<file path="src/rtl/lkc_pkg.sv">
package lkc_pkg;
  typedef enum logic [1:0] {
    OP_LOOKUP = 2'd0,
    OP_FILL   = 2'd1,
    OP_UNLOCK = 2'd2,
    OP_INVAL  = 2'd3
  } lkc_op_e;

  localparam logic WAY_A = 1'b0;
  localparam logic WAY_B = 1'b1;
  localparam int   NCACHE = 2;
endpackage

</file>
<file path="src/rtl/lkc_set_store.sv">
module lkc_set_store
  import lkc_pkg::*;
#(
  parameter int INDEX_W = 5,
  parameter int TAG_W   = 20
) (
  input  logic               clk,
  input  logic               rst_n,
  input  logic [INDEX_W-1:0] idx,
  input  logic [TAG_W-1:0]   tag,
  input  logic               way,
  input  logic               op_fill,
  input  logic               op_unlock,
  input  logic               op_inval,
  input  logic               op_hit,
  input  logic               hit_way,
  input  logic               lock_set_en,
  output logic               ent_valid_a,
  output logic               ent_valid_b,
  output logic [TAG_W-1:0]   ent_tag_a,
  output logic [TAG_W-1:0]   ent_tag_b,
  output logic               ent_lock,
  output logic               ent_lru
);
  localparam int SETS = 1 << INDEX_W;

  logic [SETS-1:0]  valid_a_q, valid_a_d;
  logic [SETS-1:0]  valid_b_q, valid_b_d;
  logic [SETS-1:0]  lock_q, lock_d;
  logic [SETS-1:0]  lru_q, lru_d;
  logic [TAG_W-1:0] tag_a_q [SETS];
  logic [TAG_W-1:0] tag_b_q [SETS];
  logic             state_en;
  logic             fill_a_ok;
  logic             tag_we_a;
  logic             tag_we_b;

  // Way A fills are refused while the line is pinned.
  assign fill_a_ok = op_fill && (way == WAY_A) && !lock_q[idx];
  assign tag_we_a  = fill_a_ok;
  assign tag_we_b  = op_fill && (way == WAY_B);
  assign state_en  = op_fill || op_unlock || op_inval || op_hit;

  always_comb begin
    valid_a_d = valid_a_q;
    valid_b_d = valid_b_q;
    lock_d    = lock_q;
    lru_d     = lru_q;
    if (fill_a_ok) begin
      valid_a_d[idx] = 1'b1;
      lock_d[idx]    = lock_set_en;
      lru_d[idx]     = WAY_B;
    end
    if (tag_we_b) begin
      valid_b_d[idx] = 1'b1;
      lru_d[idx]     = WAY_A;
    end
    if (op_unlock) begin
      lock_d[idx] = 1'b0;
    end
    if (op_inval) begin
      if (way == WAY_A) begin
        valid_a_d[idx] = 1'b0;
        lock_d[idx]    = 1'b0;
      end else begin
        valid_b_d[idx] = 1'b0;
      end
    end
    if (op_hit) begin
      lru_d[idx] = ~hit_way;
    end
  end

  always_ff @(posedge clk or negedge rst_n) begin
    if (!rst_n) begin
      valid_a_q <= '0;
      valid_b_q <= '0;
      lock_q    <= '0;
      lru_q     <= '0;
    end else if (state_en) begin
      valid_a_q <= valid_a_d;
      valid_b_q <= valid_b_d;
      lock_q    <= lock_d;
      lru_q     <= lru_d;
    end
  end

  // Tag storage carries no reset; valid bits qualify it.
  always_ff @(posedge clk) begin
    if (tag_we_a) tag_a_q[idx] <= tag;
    if (tag_we_b) tag_b_q[idx] <= tag;
  end

  assign ent_valid_a = valid_a_q[idx];
  assign ent_valid_b = valid_b_q[idx];
  assign ent_tag_a   = tag_a_q[idx];
  assign ent_tag_b   = tag_b_q[idx];
  assign ent_lock    = lock_q[idx];
  assign ent_lru     = lru_q[idx];

  assert_locked_tag_kept_R9: assert property (@(posedge clk) disable iff (!rst_n)
    !(tag_we_a && lock_q[idx]));

  assert_lock_rise_source_R6: assert property (@(posedge clk) disable iff (!rst_n)
    ((lock_d & ~lock_q) != '0) |-> (op_fill && (way == WAY_A) && lock_set_en));

  assert_unlock_clears_R8: assert property (@(posedge clk) disable iff (!rst_n)
    op_unlock |-> !lock_d[idx]);

  assert_one_lock_change_R7: assert property (@(posedge clk) disable iff (!rst_n)
    $countones(lock_d ^ lock_q) <= 1);
endmodule

</file>
<file path="src/rtl/lkc_way_match.sv">
module lkc_way_match
  import lkc_pkg::*;
#(
  parameter int TAG_W = 20
) (
  input  logic             valid_a,
  input  logic             valid_b,
  input  logic [TAG_W-1:0] tag_a,
  input  logic [TAG_W-1:0] tag_b,
  input  logic [TAG_W-1:0] req_tag,
  input  logic             lock_a,
  input  logic             lru,
  output logic             hit,
  output logic             hit_way,
  output logic             victim
);
  logic hit_a;
  logic hit_b;

  assign hit_a   = valid_a && (tag_a == req_tag);
  assign hit_b   = valid_b && (tag_b == req_tag);
  assign hit     = hit_a || hit_b;
  assign hit_way = hit_a ? WAY_A : WAY_B;

  always_comb begin
    if (lock_a)        victim = WAY_B;
    else if (!valid_a) victim = WAY_A;
    else if (!valid_b) victim = WAY_B;
    else               victim = lru;
  end
endmodule

</file>
<file path="src/rtl/lkc_resp_reg.sv">
module lkc_resp_reg (
  input  logic clk,
  input  logic rst_n,
  input  logic load,
  input  logic hit,
  input  logic hit_way,
  input  logic victim,
  input  logic locked,
  output logic rsp_valid,
  output logic rsp_hit,
  output logic rsp_way,
  output logic rsp_victim,
  output logic rsp_locked
);
  logic hit_d;

  assign hit_d = load && hit;

  always_ff @(posedge clk or negedge rst_n) begin
    if (!rst_n) begin
      rsp_valid <= 1'b0;
      rsp_hit   <= 1'b0;
    end else begin
      rsp_valid <= load;
      rsp_hit   <= hit_d;
    end
  end

  always_ff @(posedge clk or negedge rst_n) begin
    if (!rst_n) begin
      rsp_way    <= 1'b0;
      rsp_victim <= 1'b0;
      rsp_locked <= 1'b0;
    end else if (load) begin
      rsp_way    <= hit_way;
      rsp_victim <= victim;
      rsp_locked <= locked;
    end
  end
endmodule

</file>
<file path="src/rtl/lkc_cache_ctrl.sv">
module lkc_cache_ctrl
  import lkc_pkg::*;
#(
  parameter int INDEX_W = 5,
  parameter int TAG_W   = 20
) (
  input  logic               clk,
  input  logic               rst_n,
  input  logic               req_valid,
  input  logic               req_sel,
  input  logic [1:0]         req_op,
  input  logic [INDEX_W-1:0] req_index,
  input  logic [TAG_W-1:0]   req_tag,
  input  logic               req_way,
  input  logic               lock_en_i,
  input  logic               lock_en_d,
  output logic               rsp_valid,
  output logic               rsp_hit,
  output logic               rsp_way,
  output logic               rsp_victim,
  output logic               rsp_locked
);
  logic [NCACHE-1:0] lock_en_vec;
  logic              ent_valid_a [NCACHE];
  logic              ent_valid_b [NCACHE];
  logic [TAG_W-1:0]  ent_tag_a   [NCACHE];
  logic [TAG_W-1:0]  ent_tag_b   [NCACHE];
  logic              ent_lock    [NCACHE];
  logic              ent_lru     [NCACHE];
  logic              is_lookup;
  logic              m_hit;
  logic              m_way;
  logic              m_victim;

  assign lock_en_vec = {lock_en_d, lock_en_i};
  assign is_lookup   = req_valid && (req_op == OP_LOOKUP);

  for (genvar g = 0; g < NCACHE; g++) begin : g_cache
    logic mine;
    assign mine = req_valid && (req_sel == 1'(g));

    lkc_set_store #(.INDEX_W(INDEX_W), .TAG_W(TAG_W)) u_store (
      .clk         (clk),
      .rst_n       (rst_n),
      .idx         (req_index),
      .tag         (req_tag),
      .way         (req_way),
      .op_fill     (mine && (req_op == OP_FILL)),
      .op_unlock   (mine && (req_op == OP_UNLOCK)),
      .op_inval    (mine && (req_op == OP_INVAL)),
      .op_hit      (mine && (req_op == OP_LOOKUP) && m_hit),
      .hit_way     (m_way),
      .lock_set_en (lock_en_vec[g]),
      .ent_valid_a (ent_valid_a[g]),
      .ent_valid_b (ent_valid_b[g]),
      .ent_tag_a   (ent_tag_a[g]),
      .ent_tag_b   (ent_tag_b[g]),
      .ent_lock    (ent_lock[g]),
      .ent_lru     (ent_lru[g])
    );
  end

  lkc_way_match #(.TAG_W(TAG_W)) u_match (
    .valid_a (ent_valid_a[req_sel]),
    .valid_b (ent_valid_b[req_sel]),
    .tag_a   (ent_tag_a[req_sel]),
    .tag_b   (ent_tag_b[req_sel]),
    .req_tag (req_tag),
    .lock_a  (ent_lock[req_sel]),
    .lru     (ent_lru[req_sel]),
    .hit     (m_hit),
    .hit_way (m_way),
    .victim  (m_victim)
  );

  lkc_resp_reg u_resp (
    .clk        (clk),
    .rst_n      (rst_n),
    .load       (is_lookup),
    .hit        (m_hit),
    .hit_way    (m_way),
    .victim     (m_victim),
    .locked     (ent_lock[req_sel]),
    .rsp_valid  (rsp_valid),
    .rsp_hit    (rsp_hit),
    .rsp_way    (rsp_way),
    .rsp_victim (rsp_victim),
    .rsp_locked (rsp_locked)
  );

  assert_resp_follows_lookup_R2: assert property (@(posedge clk) disable iff (!rst_n)
    is_lookup |=> rsp_valid);

  assert_no_resp_otherwise_R2: assert property (@(posedge clk) disable iff (!rst_n)
    !is_lookup |=> !rsp_valid);

  assert_locked_victim_is_b_R5: assert property (@(posedge clk) disable iff (!rst_n)
    (rsp_valid && rsp_locked) |-> (rsp_victim == WAY_B));

  assert_hit_only_with_resp_R3: assert property (@(posedge clk) disable iff (!rst_n)
    !rsp_valid |-> !rsp_hit);
endmodule

</file>
<file path="config.mk">
export PLATFORM = sky130hd
export DESIGN_NAME = lkc_cache_ctrl
export DESIGN_NICKNAME = d
export VERILOG_FILES = /design/src/rtl/lkc_pkg.sv /design/src/rtl/lkc_set_store.sv /design/src/rtl/lkc_way_match.sv /design/src/rtl/lkc_resp_reg.sv /design/src/rtl/lkc_cache_ctrl.sv
export SDC_FILE = /design/constraint.sdc
export NUM_CORES = 2
export LEC_CHECK = 0
export ABC_AREA = 0
export BUFFER_PORTS_ARGS = -buffer_cell sky130_fd_sc_hd__buf_4
export CAP_MARGIN = 25
export CORE_ASPECT_RATIO = 0.75
export CORE_MARGIN = 4
export CORE_UTILIZATION = 40
export CTS_BUF_LIST = sky130_fd_sc_hd__clkbuf_8
export DETAILED_ROUTE_END_ITERATION = 16
export MAX_ROUTING_LAYER = met4
export PLACE_DENSITY = 0.53
export SETUP_SLACK_MARGIN = 0.5
export SYNTH_ARGS = -nofsm -noshare
export SYNTH_HDL_FRONTEND = slang
export SYNTH_HIERARCHICAL = 1
export SYNTH_SLANG_ARGS = --single-unit
</file>
<file path="constraint.sdc">
create_clock -name clk -period 4.1 [get_ports clk]
set_clock_uncertainty 0.05 [all_clocks]
set_input_delay 1.025 -clock clk [delete_from_list [all_inputs] [get_ports clk]]
set_output_delay 1.025 -clock clk [all_outputs]
set_load 0.005 [all_outputs]
</file>
==> impl_metrics.ini <==
[placement]
placed_area_um2 = 125000
dpl.hpwl_um = 241000
place_inst = 9889
gp_congestion = 0.905
port-buffer-count = 38

[worst_setup_path]
cp_common_cell = buf_12
setup.worst_path.end_class = flip-flop
timing.critical_path.fanout_max = 8
top_cell_family_by_delay_on_the_critical_path = buffers and inverters
cp.depth = 24
worst_ep_arrival_time_ns = 5.95
worstSetupPathType = in -> reg
worst-r2r-setup-slack_ns = -0.72
critical_path.cell_chain = buf_16 -> buf_16 -> buf_12 -> mux4_2 -> mux4_2 -> nand2_2 -> nand3_2 -> buf_6 -> mux2_4 -> xnor2_2 -> nand4_1 -> nor4_4 -> buf_4 -> o2bb2ai_4 -> buf_6 -> or3b_4 -> nor2_4 -> buf_12 -> buf_12 -> buf_8 -> buf_12 -> buf_16 -> nor2_4 -> a21oi_1
crit_start = req_index[0]
cp-start-kind = primary input
critical_path_buf_inv_count = 11
regToRegEndpoint = g_cache[0].u_store/lru_q[23]
critPathRequiredTime_ns = 4.98
r2r_cells = 21
crit_path_top_delay_cell = mux4_2
worst_path_largest_cell_delay_ns = 0.61
crit_end = g_cache[0].u_store/lru_q[23]
r2r-start = g_cache[1].u_store/tag_a_q[0][5]

[grt]
grt_start_max_net_pins = 116
grt_antenna_before_repair = 30
via_count_of_the_first_global_routing_pass = 61900
globalRouteTotalUtil_pct = 26.0
globalRouteOverflowTotal = 0
grt_first_pass_wirelength_um = 510000

[sta]
hold_viol_final = 0
max_fclk_ghz = 0.197
setup_viol_count_final = 64
min_period_over_period_pct = 124
max-slew-margin-rel_pct = 27.1
post-route-worst-setup-slack_ns = -0.965
finalCriticalPeriod_ns = 5.06
rsz0062_at_grt = yes
tightestPinTransition_ns = 1.09
timing.final.max_slew_violations = 0

[synth]
post_synth_xor_area_fraction_pct = 0.313
synth_adder_area_share_pct = 0
post-synth-top-area-fraction_pct = 68.6
synth_area_leaders = edfxtp_1 (69%), mux4_2 (14%), dfrtp_1 (5.8%)
syn-num-nets = 5605
synth-seq-cells = 2821
synth-seq-area-share_pct = 74.5
yosys.area.top_type = edfxtp_1
synthesis.area_um2 = 112000
avgSynthCellArea_um2 = 20.1
muxShareOfSynthArea_pct = 15.8
synthesis.yosys.warnings = 6
synthSimpleGateAreaFrac_pct = 2.87
synth_area_in_compound_gates_pct = 4.69
yosysUniqueCellTypes = 61
largest_family_of_logic_cells_by_synthesized_area = multiplexers
postSynthCellCount = 5571

[floorplan]
initial_utilization_pct = 40.4
placeableCoreArea_um2 = 277000
boundaryPins = 39
die_height_um = 466
dieArea_um2 = 289000
floorplan.rows = 167
floorplan.die.width_um = 619

[routing]
totalWireLength_um = 368000
firstDrtPassIters = 6
detailroute.via_count = 64300
detail_route.wl_per_cell_um = 34.1
detail_route.iter0.violations = 9295
remaining_drc_errors = 0
detail-route-antenna-nets = 0
route.detailed.vias_per_inst = 5.96

[pwr]
p_int_mw = 43.7
pwr-share-seq_pct = 54.9
power_frac_clock_pct = 37.7
power_frac_comb_pct = 7.4
leakage_nw = 45.5
p_sw_share_pct = 23.9
net-switching-power_mw = 13.7
power_density_nw_per_um2 = 424
vdd.ir_drop.worst_v = 0.000252

[cts]
path_clk_slew_ns = 0.06
cell_at_the_root_of_the_clock_tree = clkbuf_8
clkLatencyLatePin_ns = 1.07
ctsHtreeMaxLevel = 5
clock_sinks = 2821
numCtsBuffers = 443
tritoncts = done
max-clock-path-buffers = 4

[worst_hold_path]
min_delay_path_depth = 2
worst_hold_path_type = in -> reg
hold_path_start = req_op[0]

[finish]
final_nets = 6754
flow.area_growth_from_synthesis_pct = 20.8
final.fill_count = 22900
fin_util_pct = 48.8
final_cell_mix = edfxtp_1 (2560), buf_4 (726), mux4_2 (710)
layout.cells.most_common = edfxtp_1
finalNonFillerCells = 10800
layout_cell_share_with_drive_strength_beyond_1_pct = 37.3
final_cell_area_um2 = 135000

[run]
max_cap_viol_count = 0

[outcome]
failed_checks = setup timing
status = finished with violations
==> sequential cells by signal (all words and copies together) (netlist names) <==
signal and count:
g_cache.u_store/valid_a_q 64, g_cache.u_store/lock_q 64, g_cache.u_store/tag_a_q 1280, u_resp/rsp_locked 1, u_resp/rsp_victim 1, u_resp/rsp_way 1, u_resp/rsp_hit 1, g_cache.u_store/valid_b_q 64
g_cache.u_store/lru_q 64, g_cache.u_store/tag_b_q 1280, u_resp/rsp_valid 1
==> final cells by class <==
class                      instances  area (µm²)  share of cell area, %
antenna                            9        22.5                 0.0166
clock buffer                     457        6290                   4.65
clock inverter                   331        1500                   1.11
inverter                          96         363                  0.268
multi-input combinational       2325       27600                   20.4
sequential                      2821       83400                   61.6
tap                             3718        4650                   3.44
timing repair buffer            1033       11500                   8.50
==> worst min path at each step <==
stage | slack (ns) | end
floorplan | 0.43 | g_cache[0].u_store/valid_b_q[19]
global placement | 0.44 | g_cache[0].u_store/valid_b_q[3]
finish | 0.31 | u_resp/rsp_valid
CTS | 0.19 | u_resp/rsp_valid
detailed placement | 0.45 | g_cache[0].u_store/valid_b_q[3]
global route | 0.23 | u_resp/rsp_valid
==> power by group through the flow <==
stage | Sequential, mW | Clock, mW | Combinational [mW]
floorplan | 32.1 | 0 | 1.75
global placement | 32.1 | 0 | 3.91
detailed placement | 32.1 | 0 | 3.94
CTS | 31.5 | 22.1 | 4.12
global route | 31.5 | 23.5 | 4.41
finish | 31.5 | 21.7 | 4.25
==> synthesized netlist by cell type, drive strengths merged <==
library cell,count
o211a,16
xnor2,17
o22a,4
nand2b,22
mux2,47
o221ai,34
a21o,7
inv,96
nand3,24
mux4,710
a211o,4
o2bb2ai,1
o21bai,4
or3,4
or2,12
clkbuf,109
dfrtp,261
a21oi,210
nand2,207
o22ai,12
o32ai,4
buf,220
o21ai,96
a211oi,6
edfxtp,2560
and2,9
or3b,9
and3,9
a221oi,24
nor2b,10
nor2,306
mux2i,100
a22oi,224
nand3b,12
xor2,23
a2bb2oi,74
a31oi,8
nor4,8
and4,2
nor3,17
nand4,40
nor3b,1
o32a,8
==> logic make-up (layout without fill, tap and decap cells) <==
kind of cell           after synthesis  in the layout
AND/OR/NAND/NOR                    692            692
multiplexers                       857            857
other                                0              9
flip-flops                        2821           2821
buffers and inverters              425           1917
AO/OA/AOI/OAI                      736            736
XOR/XNOR                            40             40
==> per-stage QoR <==
step,hold WS [ns],power [mW],TNS [ns],setup slack [ns]
after global placement,0.437,36.0,-289.98,-2.68
after detailed placement,0.451,36.0,-291.85,-2.68
after global routing,0.234,59.4,-53.76,-0.921
after floorplan,0.427,33.8,-43.21,-0.809
after CTS,0.186,57.8,-44.32,-0.771
final,0.314,57.4,-56.39,-0.965
==> timing repair <==
| action | in CTS | in global routing |
|---|---|---|
| cloned | 13 | 3 |
| buffers inserted | 51 | 35 |
| hold buffers | 1 | 0 |
| setup endpoints to repair | 66 | 78 |
| pin swaps | 46 | 35 |
| hold endpoints to repair | 48 | 0 |
| gates resized for setup | 191 | 85 |
==> routing by layer <==
metal | wire, µm | vias to the layer above | GRT usage (%)
li1 | - | 25400 | -
met1 | 167000 | 34700 | 40.8
met2 | 153000 | 3671 | 34.5
met3 | 41700 | 458 | 6.10
met4 | 6750 | 0 | 4.75
met5 | 0 | - | -
Power figures use the tool's default switching activity.
